**src/rtl/usb_ep_pkg.sv**
```systemverilog
package usb_ep_pkg;

    localparam int CTL_W = 8;

    typedef enum logic [1:0] {
        TOK_OUT   = 2'd0,
        TOK_IN    = 2'd1,
        TOK_SETUP = 2'd2,
        TOK_NONE  = 2'd3
    } tok_e;

    typedef enum logic [2:0] {
        RSP_IGNORE = 3'd0,
        RSP_ACK    = 3'd1,
        RSP_NAK    = 3'd2,
        RSP_STALL  = 3'd3,
        RSP_NOHS   = 3'd4
    } rsp_e;

    // field order is msb first; bit positions are visible to software
    typedef struct packed {
        logic direct_ls;   // bit 7, endpoint 0 only
        logic retry_off;   // bit 6, endpoint 0 only
        logic rsvd;        // bit 5, reads zero
        logic setup_off;   // bit 4
        logic rx_en;       // bit 3
        logic tx_en;       // bit 2
        logic stall;       // bit 1
        logic hs_en;       // bit 0
    } ep_ctl_t;

    localparam logic [CTL_W-1:0] KEEP_EP0 = 8'hDF;
    localparam logic [CTL_W-1:0] KEEP_EPN = 8'h1F;

endpackage

```
**src/rtl/ep_ctl_bank.sv**
```systemverilog
module ep_ctl_bank
    import usb_ep_pkg::*;
#(
    parameter int NUM_EP = 16,
    localparam int AW = $clog2(NUM_EP)
) (
    input  logic              clk,
    input  logic              rst_n,
    input  logic              wr_en,
    input  logic [AW-1:0]     wr_addr,
    input  logic [CTL_W-1:0]  wr_data,
    input  logic [AW-1:0]     rd_addr,
    output logic [CTL_W-1:0]  rd_data,
    input  logic [AW-1:0]     tok_ep,
    output ep_ctl_t           tok_ctl,
    output ep_ctl_t           ep0_ctl
);

    ep_ctl_t          regs_d [NUM_EP];
    ep_ctl_t          regs_q [NUM_EP];
    logic [CTL_W-1:0] keep   [NUM_EP];

    // endpoint 0 keeps the host bits, the rest drop them
    for (genvar g = 0; g < NUM_EP; g++) begin : g_keep
        if (g == 0) begin : g_ep0
            assign keep[g] = KEEP_EP0;
        end else begin : g_epn
            assign keep[g] = KEEP_EPN;
        end
    end

    always_comb begin
        for (int i = 0; i < NUM_EP; i++) begin
            regs_d[i] = regs_q[i];
            if (wr_en && (int'(wr_addr) == i)) begin
                regs_d[i] = ep_ctl_t'(wr_data & keep[i]);
            end
        end
    end

    always_ff @(posedge clk or negedge rst_n) begin
        if (!rst_n) begin
            for (int i = 0; i < NUM_EP; i++) begin
                regs_q[i] <= '0;
            end
        end else begin
            for (int i = 0; i < NUM_EP; i++) begin
                regs_q[i] <= regs_d[i];
            end
        end
    end

    always_comb begin
        rd_data = '0;
        tok_ctl = '0;
        if (int'(rd_addr) < NUM_EP) begin
            rd_data = regs_q[rd_addr];
        end
        if (int'(tok_ep) < NUM_EP) begin
            tok_ctl = regs_q[tok_ep];
        end
    end

    assign ep0_ctl = regs_q[0];

endmodule

```
**src/rtl/ep_rsp_decide.sv**
```systemverilog
module ep_rsp_decide
    import usb_ep_pkg::*;
(
    input  ep_ctl_t ctl,
    input  tok_e    kind,
    input  logic    buf_rdy,
    output rsp_e    rsp
);

    logic live;
    logic dir_ok;
    logic setup_blocked;
    logic unused_bits;

    assign unused_bits = ^{ctl.direct_ls, ctl.retry_off, ctl.rsvd};

    always_comb begin
        live = ctl.tx_en | ctl.rx_en;
        unique case (kind)
            TOK_IN:    dir_ok = ctl.tx_en;
            TOK_OUT:   dir_ok = ctl.rx_en;
            TOK_SETUP: dir_ok = ctl.rx_en;
            default:   dir_ok = 1'b0;
        endcase
        setup_blocked = (kind == TOK_SETUP) && ctl.setup_off
                        && ctl.tx_en && ctl.rx_en;

        if (!live) begin
            rsp = RSP_IGNORE;
        end else if (ctl.stall) begin
            rsp = RSP_STALL;
        end else if (!dir_ok || setup_blocked) begin
            rsp = RSP_IGNORE;
        end else if (!ctl.hs_en) begin
            rsp = RSP_NOHS;
        end else if (buf_rdy) begin
            rsp = RSP_ACK;
        end else begin
            rsp = RSP_NAK;
        end
    end

endmodule

```
**src/rtl/ep_rsp_stage.sv**
```systemverilog
module ep_rsp_stage
    import usb_ep_pkg::*;
(
    input  logic clk,
    input  logic rst_n,
    input  logic in_valid,
    input  rsp_e in_rsp,
    output logic out_valid,
    output rsp_e out_rsp
);

    typedef struct packed {
        logic valid;
        rsp_e code;
    } stage_t;

    stage_t st_d;
    stage_t st_q;

    always_comb begin
        st_d.valid = in_valid;
        st_d.code  = in_valid ? in_rsp : RSP_IGNORE;
    end

    always_ff @(posedge clk or negedge rst_n) begin
        if (!rst_n) begin
            st_q <= '{valid: 1'b0, code: RSP_IGNORE};
        end else begin
            st_q <= st_d;
        end
    end

    assign out_valid = st_q.valid;
    assign out_rsp   = st_q.code;

endmodule

```
**src/rtl/usb_ep_responder.sv**
```systemverilog
module usb_ep_responder
    import usb_ep_pkg::*;
#(
    parameter int NUM_EP = 16,
    localparam int AW = $clog2(NUM_EP)
) (
    input  logic             clk,
    input  logic             rst_n,
    input  logic             wr_en,
    input  logic [AW-1:0]    wr_addr,
    input  logic [CTL_W-1:0] wr_data,
    input  logic [AW-1:0]    rd_addr,
    output logic [CTL_W-1:0] rd_data,
    input  logic             tok_valid,
    input  logic [AW-1:0]    tok_ep,
    input  logic [1:0]       tok_type,
    input  logic             tok_buf_rdy,
    output logic             resp_valid,
    output logic [2:0]       resp_code,
    output logic             host_retry_off,
    output logic             host_direct_ls
);

    ep_ctl_t tok_ctl;
    ep_ctl_t ep0_ctl;
    rsp_e    rsp_now;
    rsp_e    rsp_reg;

    ep_ctl_bank #(.NUM_EP(NUM_EP)) u_bank (
        .clk     (clk),
        .rst_n   (rst_n),
        .wr_en   (wr_en),
        .wr_addr (wr_addr),
        .wr_data (wr_data),
        .rd_addr (rd_addr),
        .rd_data (rd_data),
        .tok_ep  (tok_ep),
        .tok_ctl (tok_ctl),
        .ep0_ctl (ep0_ctl)
    );

    ep_rsp_decide u_decide (
        .ctl     (tok_ctl),
        .kind    (tok_e'(tok_type)),
        .buf_rdy (tok_buf_rdy),
        .rsp     (rsp_now)
    );

    ep_rsp_stage u_stage (
        .clk       (clk),
        .rst_n     (rst_n),
        .in_valid  (tok_valid),
        .in_rsp    (rsp_now),
        .out_valid (resp_valid),
        .out_rsp   (rsp_reg)
    );

    assign resp_code      = rsp_reg;
    assign host_retry_off = ep0_ctl.retry_off;
    assign host_direct_ls = ep0_ctl.direct_ls;

endmodule

```
**config.mk**
```make
export PLATFORM = sky130hd
export DESIGN_NAME = usb_ep_responder
export DESIGN_NICKNAME = d
export VERILOG_FILES = /design/src/rtl/usb_ep_pkg.sv /design/src/rtl/ep_ctl_bank.sv /design/src/rtl/ep_rsp_decide.sv /design/src/rtl/ep_rsp_stage.sv /design/src/rtl/usb_ep_responder.sv
export SDC_FILE = /design/constraint.sdc
export NUM_CORES = 1
export LEC_CHECK = 0
export ABC_AREA = 1
export BUFFER_PORTS_ARGS = -buffer_cell sky130_fd_sc_hd__buf_2
export CAP_MARGIN = 15
export CORE_ASPECT_RATIO = 0.5
export CORE_MARGIN = 3
export CORE_UTILIZATION = 59
export CTS_CLUSTER_DIAMETER = 80
export DETAILED_ROUTE_END_ITERATION = 16
export GPL_TIMING_DRIVEN = 0
export HOLD_SLACK_MARGIN = 0.1
export PLACE_DENSITY = 0.85
export SETUP_SLACK_MARGIN = 0.2
export SLEW_MARGIN = 10
export SYNTH_ARGS = -nofsm -noshare
export SYNTH_HDL_FRONTEND = slang
export SYNTH_SLANG_ARGS = --single-unit
```
**constraint.sdc**
```tcl
create_clock -name clk -period 2.05 [get_ports clk]
set_clock_uncertainty 0.2 [all_clocks]
set_input_delay 0.41 -clock clk [delete_from_list [all_inputs] [get_ports clk]]
set_output_delay 0.41 -clock clk [all_outputs]
set_load 0.05 [all_outputs]
```
==> reports/qor.yml, run 1 <==
status:
  status: "complete, but fails checks"
  violations: "setup timing"
power:
  clockPowerShare: 0.302
  irDropWorstVdd_mv: 0.6978
  p_seq_frac: 0.425
  netSwitchingFraction: 0.3598
  comb_power_share: 0.273
  switching_power_mw: 1.978
  powerDensity_nw_per_um2: 922.2
  p_int_mw: 3.519
  p_leak_nw: 2.812
min_path:
  hold_end: "u_bank.ep0_ctl[6]"
  worstHoldPathCells: 2
  hold_path.class: "primary input to register"
  hp-start: "wr_data[6]"
floorplanning:
  coreArea_um2: 7597
  start_util: 0.6324
  die_area_um2: 9328
  die_h_um: 69.81
  die_width_um: 133.6
  num_rows: 22
  num_io_pins: 41
routing:
  drc: 0
  ant_nets: 0
  vias: 5280
  drtIter0Drc: 964
  vias_per_cell: 6.392
  wire_per_inst_um: 22.14
  drt-total-wl_um: 18290
  first_pass_iters: 6
yosys:
  ys_seq_area_frac: 0.4479
  yosysUniqueCellTypes: 28
  synth_fp_nets: 685
  yosysWarnings: 0
  syn_area_per_cell_um2: 7.302
  synthCells: 658
  synth-seq-cells: 86
  synth_area_um2: 4805
layout:
  syn2layout_area_growth_pct: 24.06
  layout_commonest_cell: "nand2_1"
  final_nets: 741
  final_util: 0.7846
  final_cell_mix: "nand2_1 (171), o21ai_0 (88), dfrtp_1 (86), inv_1 (71), nand3_1 (66)"
  diodes: 0
  drive_gt1_frac: 0.1908
critical_path:
  crit_path_top_delay_cell: "buf_2"
  r2r-end: "u_stage.out_rsp[1]"
  crit_chain: "buf_2 > buf_2 > o21ai_1 > o2111ai_2 > nand2_4 > buf_6"
  worstSetupEndpointType: "output port"
  critPathMaxFanout: 10
  worstPathRequired_ns: 1.44
  r2r-start: "u_bank.regs_q[27]"
  rrSetupSlack_ns: 0.29
  worstPathArrival_ns: 1.57
  cpPeakStageDelay_ns: 0.33
  reg2regPathDepth: 10
  critical_path_class: "primary input to output port"
  startpoint_type: "primary input"
  crit_path_frequent_cell: "buf_2"
global_routing:
  grt_pass1_wl_um: 27390
  grt_max_degree: 58
  grt_util_all_layers: 0.3949
  overflow: 0
  antenna_found_initial: 0
  grt_pass1_vias: 4766
place:
  portBuffers: 36
  dpl.hpwl_um: 12230
  gp_congestion: 1.061
cts:
  cts_sinks: 86
  cts_tree: "yes"
  clk-insertion-delay-late_ns: 0.35
  cts_buffers: 9
  cts_root_buffer: "clkbuf_16"
  htreeDepth: 3
  cts.clk_slew.worst_paths_ns: 0.06
  ctsLongestPathBuffers: 2
timing:
  relSlewSlack: 0.5282
  rsz0062_at_grt: "yes"
  final_max_slew_viol_count: 0
  period_needed_ns: 2.185
  setup_violations: 5
  fin_ws_ns: -0.1346
  fin_hold_ws_ns: 0.1023
  period_share: 1.066
  clock.fmax_ghz: 0.4578
  tightest_slew_ns: 0.7076
  hold_viol_final: 0
run:
  cap_violations: 0
==> flip-flops by register name, summed over array words and instances (netlist names) <==
name / count
u_bank.ep0_ctl: 7
u_bank.regs_q: 75
u_stage.out_rsp: 3
u_stage.out_valid: 1
==> kinds of logic (layout without fill, tap and decap cells) <==
kind of cell | after synthesis | count (layout) | synth area share
muxes | 2 | 2 | 0.004687
other | 1 | 1 | 0.0007805
buffers and inverters | 113 | 173 | 0.09635
DFF | 86 | 86 | 0.4479
and+or+nand+nor | 287 | 287 | 0.2557
AOI/OAI and AO/OA | 169 | 169 | 0.1945
==> worst max-delay path, delay by kind of cell <==
kind,cells,cell delay [ns]
compound gates,2,0.45
buf+inv,3,0.63
simple gates,1,0.07
==> worst max-delay path by stage <==
stage	from	slack, ns	cells after the start	endpoint
after floorplan	rd_addr[0]	0.20	7	rd_data[3]
after global placement	rd_addr[2]	-0.38	6	rd_data[1]
after detailed placement	rd_addr[2]	-0.39	6	rd_data[1]
after CTS	rd_addr[0]	-0.12	8	rd_data[0]
after global routing	rd_addr[0]	-0.19	8	rd_data[0]
final	rd_addr[2]	-0.13	6	rd_data[1]
==> cell type report <==
class,instances,area [um^2]
multi-input cells,459,2404
flip-flops and latches,86,2152
fillers,534,1637
repair buffers,45,372.9
inverters,80,311.5
plain buffers,33,295.3
clock buffers,11,242.7
well taps,108,135.1
clock inverters,4,47.55
==> repair_timing <==
action,in CTS,in global routing
setup endpoints to repair,10,14
hold endpoints to repair,30,0
setup buffers,1,2
resized for setup,49,30
pin swaps,17,12
hold buffers,2,0
cloned,3,0
==> synthesized netlist by cell type <==
library cell / instances / share of area
nand2_1: 177 / 0.14
conb_1: 1 / 0.00078
o21ai_1: 7 / 0.0073
buf_2: 7 / 0.0073
inv_1: 77 / 0.060
o2111ai_1: 7 / 0.013
nor3_1: 1 / 0.0010
or2_0: 1 / 0.0013
nand3_2: 1 / 0.0021
inv_2: 1 / 0.00078
mux2_2: 2 / 0.0047
clkinv_1: 2 / 0.0016
a21oi_1: 28 / 0.029
nor4_2: 2 / 0.0052
nor3_2: 2 / 0.0042
dfrtp_1: 86 / 0.45
nor2_1: 21 / 0.016
clkbuf_1: 19 / 0.015
nand3_1: 75 / 0.078
buf_6: 2 / 0.0047
nand4_1: 4 / 0.0052
or2_2: 2 / 0.0026
o211ai_1: 24 / 0.037
o21a_1: 1 / 0.0016
buf_1: 1 / 0.00078
buf_4: 4 / 0.0063
o21ai_0: 102 / 0.11
or2_1: 1 / 0.0013
==> through the flow <==
stage                     setup WS (ns)  TNS [ns]  std cells  area [um^2]  power (mW)
after global placement          -0.3759    -30.64        802         5291       3.540
after global routing            -0.1918   -0.8463        826         5961       5.720
after detailed placement        -0.3896    -2.277        803         5321       3.607
after CTS                       -0.1208   -0.5489        824         5857       5.341
final                           -0.1346   -0.6292        826         5961       5.497
after floorplan                  0.2011         0        658         4976       3.131
==> per-layer routing <==
metal,routed length (um),part of all wire,GRT usage,up-vias
met1,7329,0.40,0.5692,2450
met3,2990,0.16,0.1522,67
li1,-,-,-,2301
met5,0,0,0,-
met4,569,0.031,0.1197,0
met2,7397,0.40,0.5500,462
==> power groups by stage <==
stage / clock network [mW] / logic, mW / registers [mW]
floorplan: 0 / 0.852 / 2.28
global placement: 0 / 1.24 / 2.30
detailed placement: 0 / 1.29 / 2.31
CTS: 1.64 / 1.40 / 2.30
global route: 1.72 / 1.63 / 2.37
finish: 1.66 / 1.50 / 2.34
No activity file was read; power rests on OpenSTA's default activity.
==> run 2: changes to the inputs <==
--- a/config.mk
+++ b/config.mk
@@ -10,13 +10,13 @@
 export CAP_MARGIN = 15
 export CORE_ASPECT_RATIO = 0.5
 export CORE_MARGIN = 3
-export CORE_UTILIZATION = 59
+export CORE_UTILIZATION = 54
 export CTS_CLUSTER_DIAMETER = 80
 export DETAILED_ROUTE_END_ITERATION = 16
 export GPL_TIMING_DRIVEN = 0
 export HOLD_SLACK_MARGIN = 0.1
-export PLACE_DENSITY = 0.85
-export SETUP_SLACK_MARGIN = 0.2
+export PLACE_DENSITY = 0.76
+export SETUP_SLACK_MARGIN = 0.05
 export SLEW_MARGIN = 10
 export SYNTH_ARGS = -nofsm -noshare
 export SYNTH_HDL_FRONTEND = slang
==> constraint.sdc (replaced) <==
create_clock -name clk -period 1.8 [get_ports clk]
set_clock_uncertainty 0.2 [all_clocks]
set_input_delay 0.36 -clock clk [delete_from_list [all_inputs] [get_ports clk]]
set_output_delay 0.36 -clock clk [all_outputs]
set_load 0.05 [all_outputs]
==> run 2 against run 1 <==
Against the previous run:
- worst setup slack got worse by 0.19 ns
- non-clock buffer count up 7
- critical path depth grew 2
- die area rose by 8.6%
- power is 13% higher
- register-to-register slack got worse by 0.29 ns
- combinational power is 16% higher
- critical endpoint is now rd_data[0]
- critical path type unchanged
- sequential share of layout area is 1.0 points lower
- the flow still finishes with violations (setup timing)
==> reports/qor.yml, run 2 (same netlist as run 1, synthesis figures left out) <==
timing:
  hold_viol_final: 0
  period_share: 1.180
  fin_ws_ns: -0.3243
  relSlewSlack: 0.5314
  setup_violations: 5
  period_needed_ns: 2.124
  setup-tns-final_ns: -1.547
  tightest_slew_ns: 0.7029
  final_max_slew_viol_count: 0
  rsz0062_at_grt: "yes"
  clock.fmax_ghz: 0.4707
  fin_hold_ws_ns: 0.1028
global_routing:
  grt_util_all_layers: 0.3691
  overflow: 0
  antenna_found_initial: 0
  grt_pass1_wl_um: 27660
  grt_max_degree: 54
  grt_pass1_vias: 4748
place:
  dpl.hpwl_um: 12490
  portBuffers: 36
  gp_congestion: 1.058
layout:
  layout_commonest_cell: "nand2_1"
  largest_reg_flops: 75
  syn2layout_area_growth_pct: 27.63
  diodes: 0
  final_cell_mix: "nand2_1 (168), dfrtp_1 (86), o21ai_0 (83), inv_1 (68), nand3_1 (62)"
  regMostFlops: "u_bank.regs_q"
  final_nets: 748
  num-fill-cells: 632
  drive_gt1_frac: 0.2066
power:
  powerDensity_nw_per_um2: 1012
  netSwitchingFraction: 0.3640
  clockPowerShare: 0.294
  p_int_mw: 3.949
  comb_power_share: 0.281
  irDropWorstVdd_mv: 0.8385
  p_seq_frac: 0.425
  switching_power_mw: 2.260
  p_leak_nw: 2.855
  finalPower_mw: 6.208
routing:
  wire_per_inst_um: 21.62
  ant_nets: 0
  vias: 5128
  drc: 0
  drt-total-wl_um: 18120
  vias_per_cell: 6.119
  drtIter0Drc: 758
  first_pass_iters: 5
cts:
  cts_buffers: 9
  cts.clk_slew.worst_paths_ns: 0.06
  cts_tree: "yes"
  htreeDepth: 3
  ctsLongestPathBuffers: 2
  cts_sinks: 86
  clk-insertion-delay-late_ns: 0.35
  cts_root_buffer: "clkbuf_16"
critical_path:
  worstSetupEndpointType: "output port"
  worstPathArrival_ns: 1.56
  critPathLaunch: "rd_addr[0]"
  startpoint_type: "primary input"
  crit_family: "buffers and inverters"
  crit_path_top_delay_cell: "o211ai_1"
  crit_chain: "buf_8 > clkbuf_16 > clkbuf_16 > o211ai_1 > nand3_2 > o2111ai_4 > nand2_4 > buf_8"
  setup.worst_path.end: "rd_data[0]"
  r2r-end: "u_stage.out_rsp[1]"
  critical_path_class: "primary input to output port"
  r2r-start: "u_bank.regs_q[27]"
  path_depth: 8
  cpPeakStageDelay_ns: 0.22
  critPathBufInv: 4
  critPathMaxFanout: 10
  worstPathRequired_ns: 1.24
  reg2regPathDepth: 11
  rrSetupSlack_ns: 0
floorplanning:
  die_width_um: 139.4
  die_area_um2: 10130
  start_util: 0.5777
  coreArea_um2: 8317
  die_h_um: 72.70
  num_rows: 23
  num_io_pins: 41
status:
  violations: "setup timing"
  status: "complete, but fails checks"
run:
  cap_violations: 0
min_path:
  hold_path.class: "primary input to register"
[run 2: cell types whose count changed in the layout (fill, tap and decap cells not counted), moves of 3 or more]
cell,change
a21oi_1,+3
a21oi_2,-3
dlygate4sd3_1,+5
inv_1,-3
inv_2,+3
nand2_1,-3
nand2_2,+3
nand3_1,-4
o21ai_0,-5
o21ai_1,+4
[run 2: worst min-delay path by stage]
stage / startpoint / end / slack [ns] / cells past startpoint
2_1_floorplan: rst_n / u_bank.ep0_ctl[0] / -0.14 / 0
3_3_place_gp: u_bank.regs_q[81] / u_bank.regs_q[81] / 0.27 / 2
3_5_place_dp: rst_n / u_bank.regs_q[43] / 0.14 / 1
4_1_cts: wr_data[0] / u_bank.regs_q[48] / 0.10 / 3
5_1_grt: wr_data[0] / u_bank.regs_q[48] / 0.11 / 3
6_report: wr_data[0] / u_bank.regs_q[48] / 0.10 / 3
[run 2: repair_timing]
item / in CTS / in global routing
pin swaps: 25 / 6
hold buffers: 7 / 0
setup endpoints to repair: 10 / 27
setup buffers: 4 / 2
gates cloned: 2 / 0
resized for setup: 82 / 29
hold endpoints to repair: 42 / 0
[run 2: tightest hold or removal path, stage by stage]
cell and delay [ns]:
buf_2 0.13, nand2_1 0.05, o21ai_0 0.07
[run 2: cell type report]
class / count / area [um^2] / share of cell area
inverters: 80 / 319.1 / 0.05203
repair buffers: 52 / 456.7 / 0.07447
multi-input cells: 459 / 2460 / 0.4011
flip-flops and latches: 86 / 2152 / 0.3509
plain buffers: 33 / 316.6 / 0.05162
clock inverters: 4 / 31.28 / 0.005101
well taps: 112 / 140.1 / 0.02285
clock buffers: 12 / 256.5 / 0.04183
[run 2: metal layers]
layer	wire (um)	share of wire	up-vias	track usage
met5	0	0	-	0
met4	477	0.026	0	0.1269
li1	-	-	2309	-
met1	7591	0.42	2376	0.5443
met2	6968	0.38	399	0.4813
met3	3081	0.17	44	0.1564
[run 2: power groups by stage]
stage / logic (mW) / registers (mW) / clock network [mW]
floorplan: 0.970 / 2.60 / 0
detailed placement: 1.48 / 2.63 / 0
global placement: 1.42 / 2.62 / 0
finish: 1.74 / 2.64 / 1.83
CTS: 1.64 / 2.61 / 1.83
global route: 1.90 / 2.67 / 1.92
[run 2: per-stage QoR]
| step | instances | utilization | setup slack, ns | area (um^2) |
|---|---|---|---|---|
| after global placement | 806 | 0.6368 | -0.5751 | 5296 |
| after floorplan | 658 | - | 0.05114 | 4976 |
| after detailed placement | 807 | 0.6404 | -0.5192 | 5326 |
| final | 838 | 0.7373 | -0.3243 | 6132 |
| after global routing | 838 | 0.7373 | -0.3864 | 6132 |
| after CTS | 836 | 0.7218 | -0.2845 | 6003 |
==> run 3: changes to the inputs <==
--- a/config.mk
+++ b/config.mk
@@ -6,13 +6,13 @@
 export NUM_CORES = 1
 export LEC_CHECK = 0
 export ABC_AREA = 1
-export BUFFER_PORTS_ARGS = -buffer_cell sky130_fd_sc_hd__buf_2
 export CAP_MARGIN = 15
 export CORE_ASPECT_RATIO = 0.5
 export CORE_MARGIN = 3
-export CORE_UTILIZATION = 54
+export CORE_UTILIZATION = 58
 export CTS_CLUSTER_DIAMETER = 80
 export DETAILED_ROUTE_END_ITERATION = 16
+export DONT_BUFFER_PORTS = 1
 export GPL_TIMING_DRIVEN = 0
 export HOLD_SLACK_MARGIN = 0.1
 export PLACE_DENSITY = 0.76
==> run 3 against run 2 <==
Against the previous run:
- the run ends with hold timing, setup timing left
- non-clock buffer count shrank 35
- critical path depth shrank 4
- cell area shrank 5.4%
- power grew 2.3%
- first-iteration DRC count grew 19%
- register-to-register slack gained 0.02 ns
- utilization grew 1.8 points
- sequential power grew 3%
- worst setup slack gained 0.069 ns
- count of clock-buffer cells in the layout is the same
- final cell count shrank 4.7%
- flip-flop and latch count is the same
- highest routed layer unchanged
==> reports/qor.yml, run 3 (same netlist as run 1, synthesis figures left out) <==
status:
  status: "complete, but fails checks"
  violations: "hold timing, setup timing"
critical_path:
  crit_family: "flip-flops"
  reg2regPathDepth: 8
  crit_chain: "o211ai_1 > nand3_2 > o2111ai_4 > nand2_4"
  path_depth: 4
  critical_path_class: "register to output port"
  critPathMaxFanout: 2
  worstPathRequired_ns: 1.24
  r2r-end: "u_stage.out_rsp[0]"
  startpoint_type: "register"
  crit_path_top_delay_cell: "dfrtp_1"
  worstPathArrival_ns: 1.50
  critPathBufInv: 0
  worstSetupEndpointType: "output port"
  cpPeakStageDelay_ns: 0.41
  r2r-start: "u_bank.regs_q[112]"
  rrSetupSlack_ns: 0.02
layout:
  final_nets: 713
  syn2layout_area_growth_pct: 20.68
  final_cell_mix: "nand2_1 (167), dfrtp_1 (84), o21ai_0 (82), inv_1 (61), nand3_1 (59)"
  layout_commonest_cell: "nand2_1"
  layout.cells.non_filler: 799
  diodes: 0
  largest_reg_flops: 75
  drive_gt1_frac: 0.1809
  final_util: 0.7550
  regMostFlops: "u_bank.regs_q"
cts:
  cts_buffers: 9
  htreeDepth: 3
  cts_root_buffer: "clkbuf_16"
  hold_buffers: 9
  cts.clk_slew.worst_paths_ns: 0.06
  cts_sinks: 86
  ctsLongestPathBuffers: 2
  clk-insertion-delay-late_ns: 0.35
  cts_tree: "yes"
floorplanning:
  die_h_um: 70.36
  start_util: 0.6256
  num_rows: 22
  die_area_um2: 9479
  coreArea_um2: 7680
  die_width_um: 134.7
  num_io_pins: 41
power:
  p_int_mw: 4.216
  powerDensity_nw_per_um2: 1096
  p_leak_nw: 2.674
  irDropWorstVdd_mv: 0.8900
  switching_power_mw: 2.137
  finalPower_mw: 6.352
  netSwitchingFraction: 0.3364
  comb_power_share: 0.238
  clockPowerShare: 0.332
  p_seq_frac: 0.429
global_routing:
  grt_max_degree: 87
  grt_util_all_layers: 0.3670
  overflow: 0
  grt_pass1_vias: 4464
  grt_pass1_wl_um: 26070
  antenna_found_initial: 0
timing:
  period_share: 1.142
  period_needed_ns: 2.055
  setup-tns-final_ns: -1.310
  rsz0062_at_grt: "yes"
  fin_ws_ns: -0.2551
  setup_violations: 7
  final_max_slew_viol_count: 0
  clock.fmax_ghz: 0.4866
  fin_hold_ws_ns: -0.4882
  tightest_slew_ns: 0.8609
  hold_viol_final: 86
  relSlewSlack: 0.4213
place:
  gp_congestion: 1.112
  post-place-cells: 766
  portBuffers: 0
  dpl.hpwl_um: 11610
routing:
  wire_per_inst_um: 21.62
  drt-total-wl_um: 17270
  vias: 5022
  ant_nets: 0
  first_pass_iters: 7
  drc: 0
  drtIter0Drc: 902
  vias_per_cell: 6.285
run:
  cap_violations: 0
min_path:
  hold_path.class: "primary input to asynchronous set/reset pin"
[run 3: through the flow]
step	instance area [um^2]	setup WS (ns)
final	5798	-0.2551
after global routing	5798	-0.2879
after CTS	5628	-0.1983
after detailed placement	5111	-0.2887
after global placement	5111	-0.2773
after floorplan	4976	0.05114
[run 3: worst max-delay path by stage]
| stage | from | endpoint |
|---|---|---|
| after floorplan | rd_addr[0] | rd_data[3] |
| after detailed placement | tok_ep[1] | u_stage.out_rsp[0] |
| after global placement | tok_ep[1] | u_stage.out_rsp[0] |
| after CTS | u_bank.regs_q[12] | rd_data[4] |
| final | u_bank.regs_q[72] | rd_data[0] |
| after global routing | u_bank.regs_q[18] | rd_data[2] |
[run 3: what timing repair did]
action | 4_1_cts | 5_1_grt
hold endpoints to repair | 118 | 92
endpoints found under the setup margin | 10 | 55
gates resized for setup | 38 | 46
setup buffers | 5 | 3
pin swaps | 21 | 16
[run 3: cell type report]
cell class	instances	area, um^2
flip-flops and latches	86	2155
repair buffers	17	150.1
plain buffers	33	241.5
clock inverters	4	95.09
fillers	605	1882
clock buffers	12	236.5
multi-input cells	459	2481
inverters	80	304.0
well taps	108	135.1
[run 3: power groups by stage]
| stage | combinational, mW | clock, mW | sequential, mW |
|---|---|---|---|
| floorplan | 0.970 | 0 | 2.60 |
| global placement | 1.23 | 0 | 2.69 |
| detailed placement | 1.27 | 0 | 2.70 |
| CTS | 1.37 | 2.12 | 2.70 |
| global route | 1.66 | 2.19 | 2.76 |
| finish | 1.51 | 2.11 | 2.73 |
[run 3: metal layers]
layer,wire length [um],share of wire,global-route usage
met1,7228,0.42,0.5535
met2,6761,0.39,0.4787
met3,2781,0.16,0.1396
met4,501,0.029,0.1140
met5,0,0,0
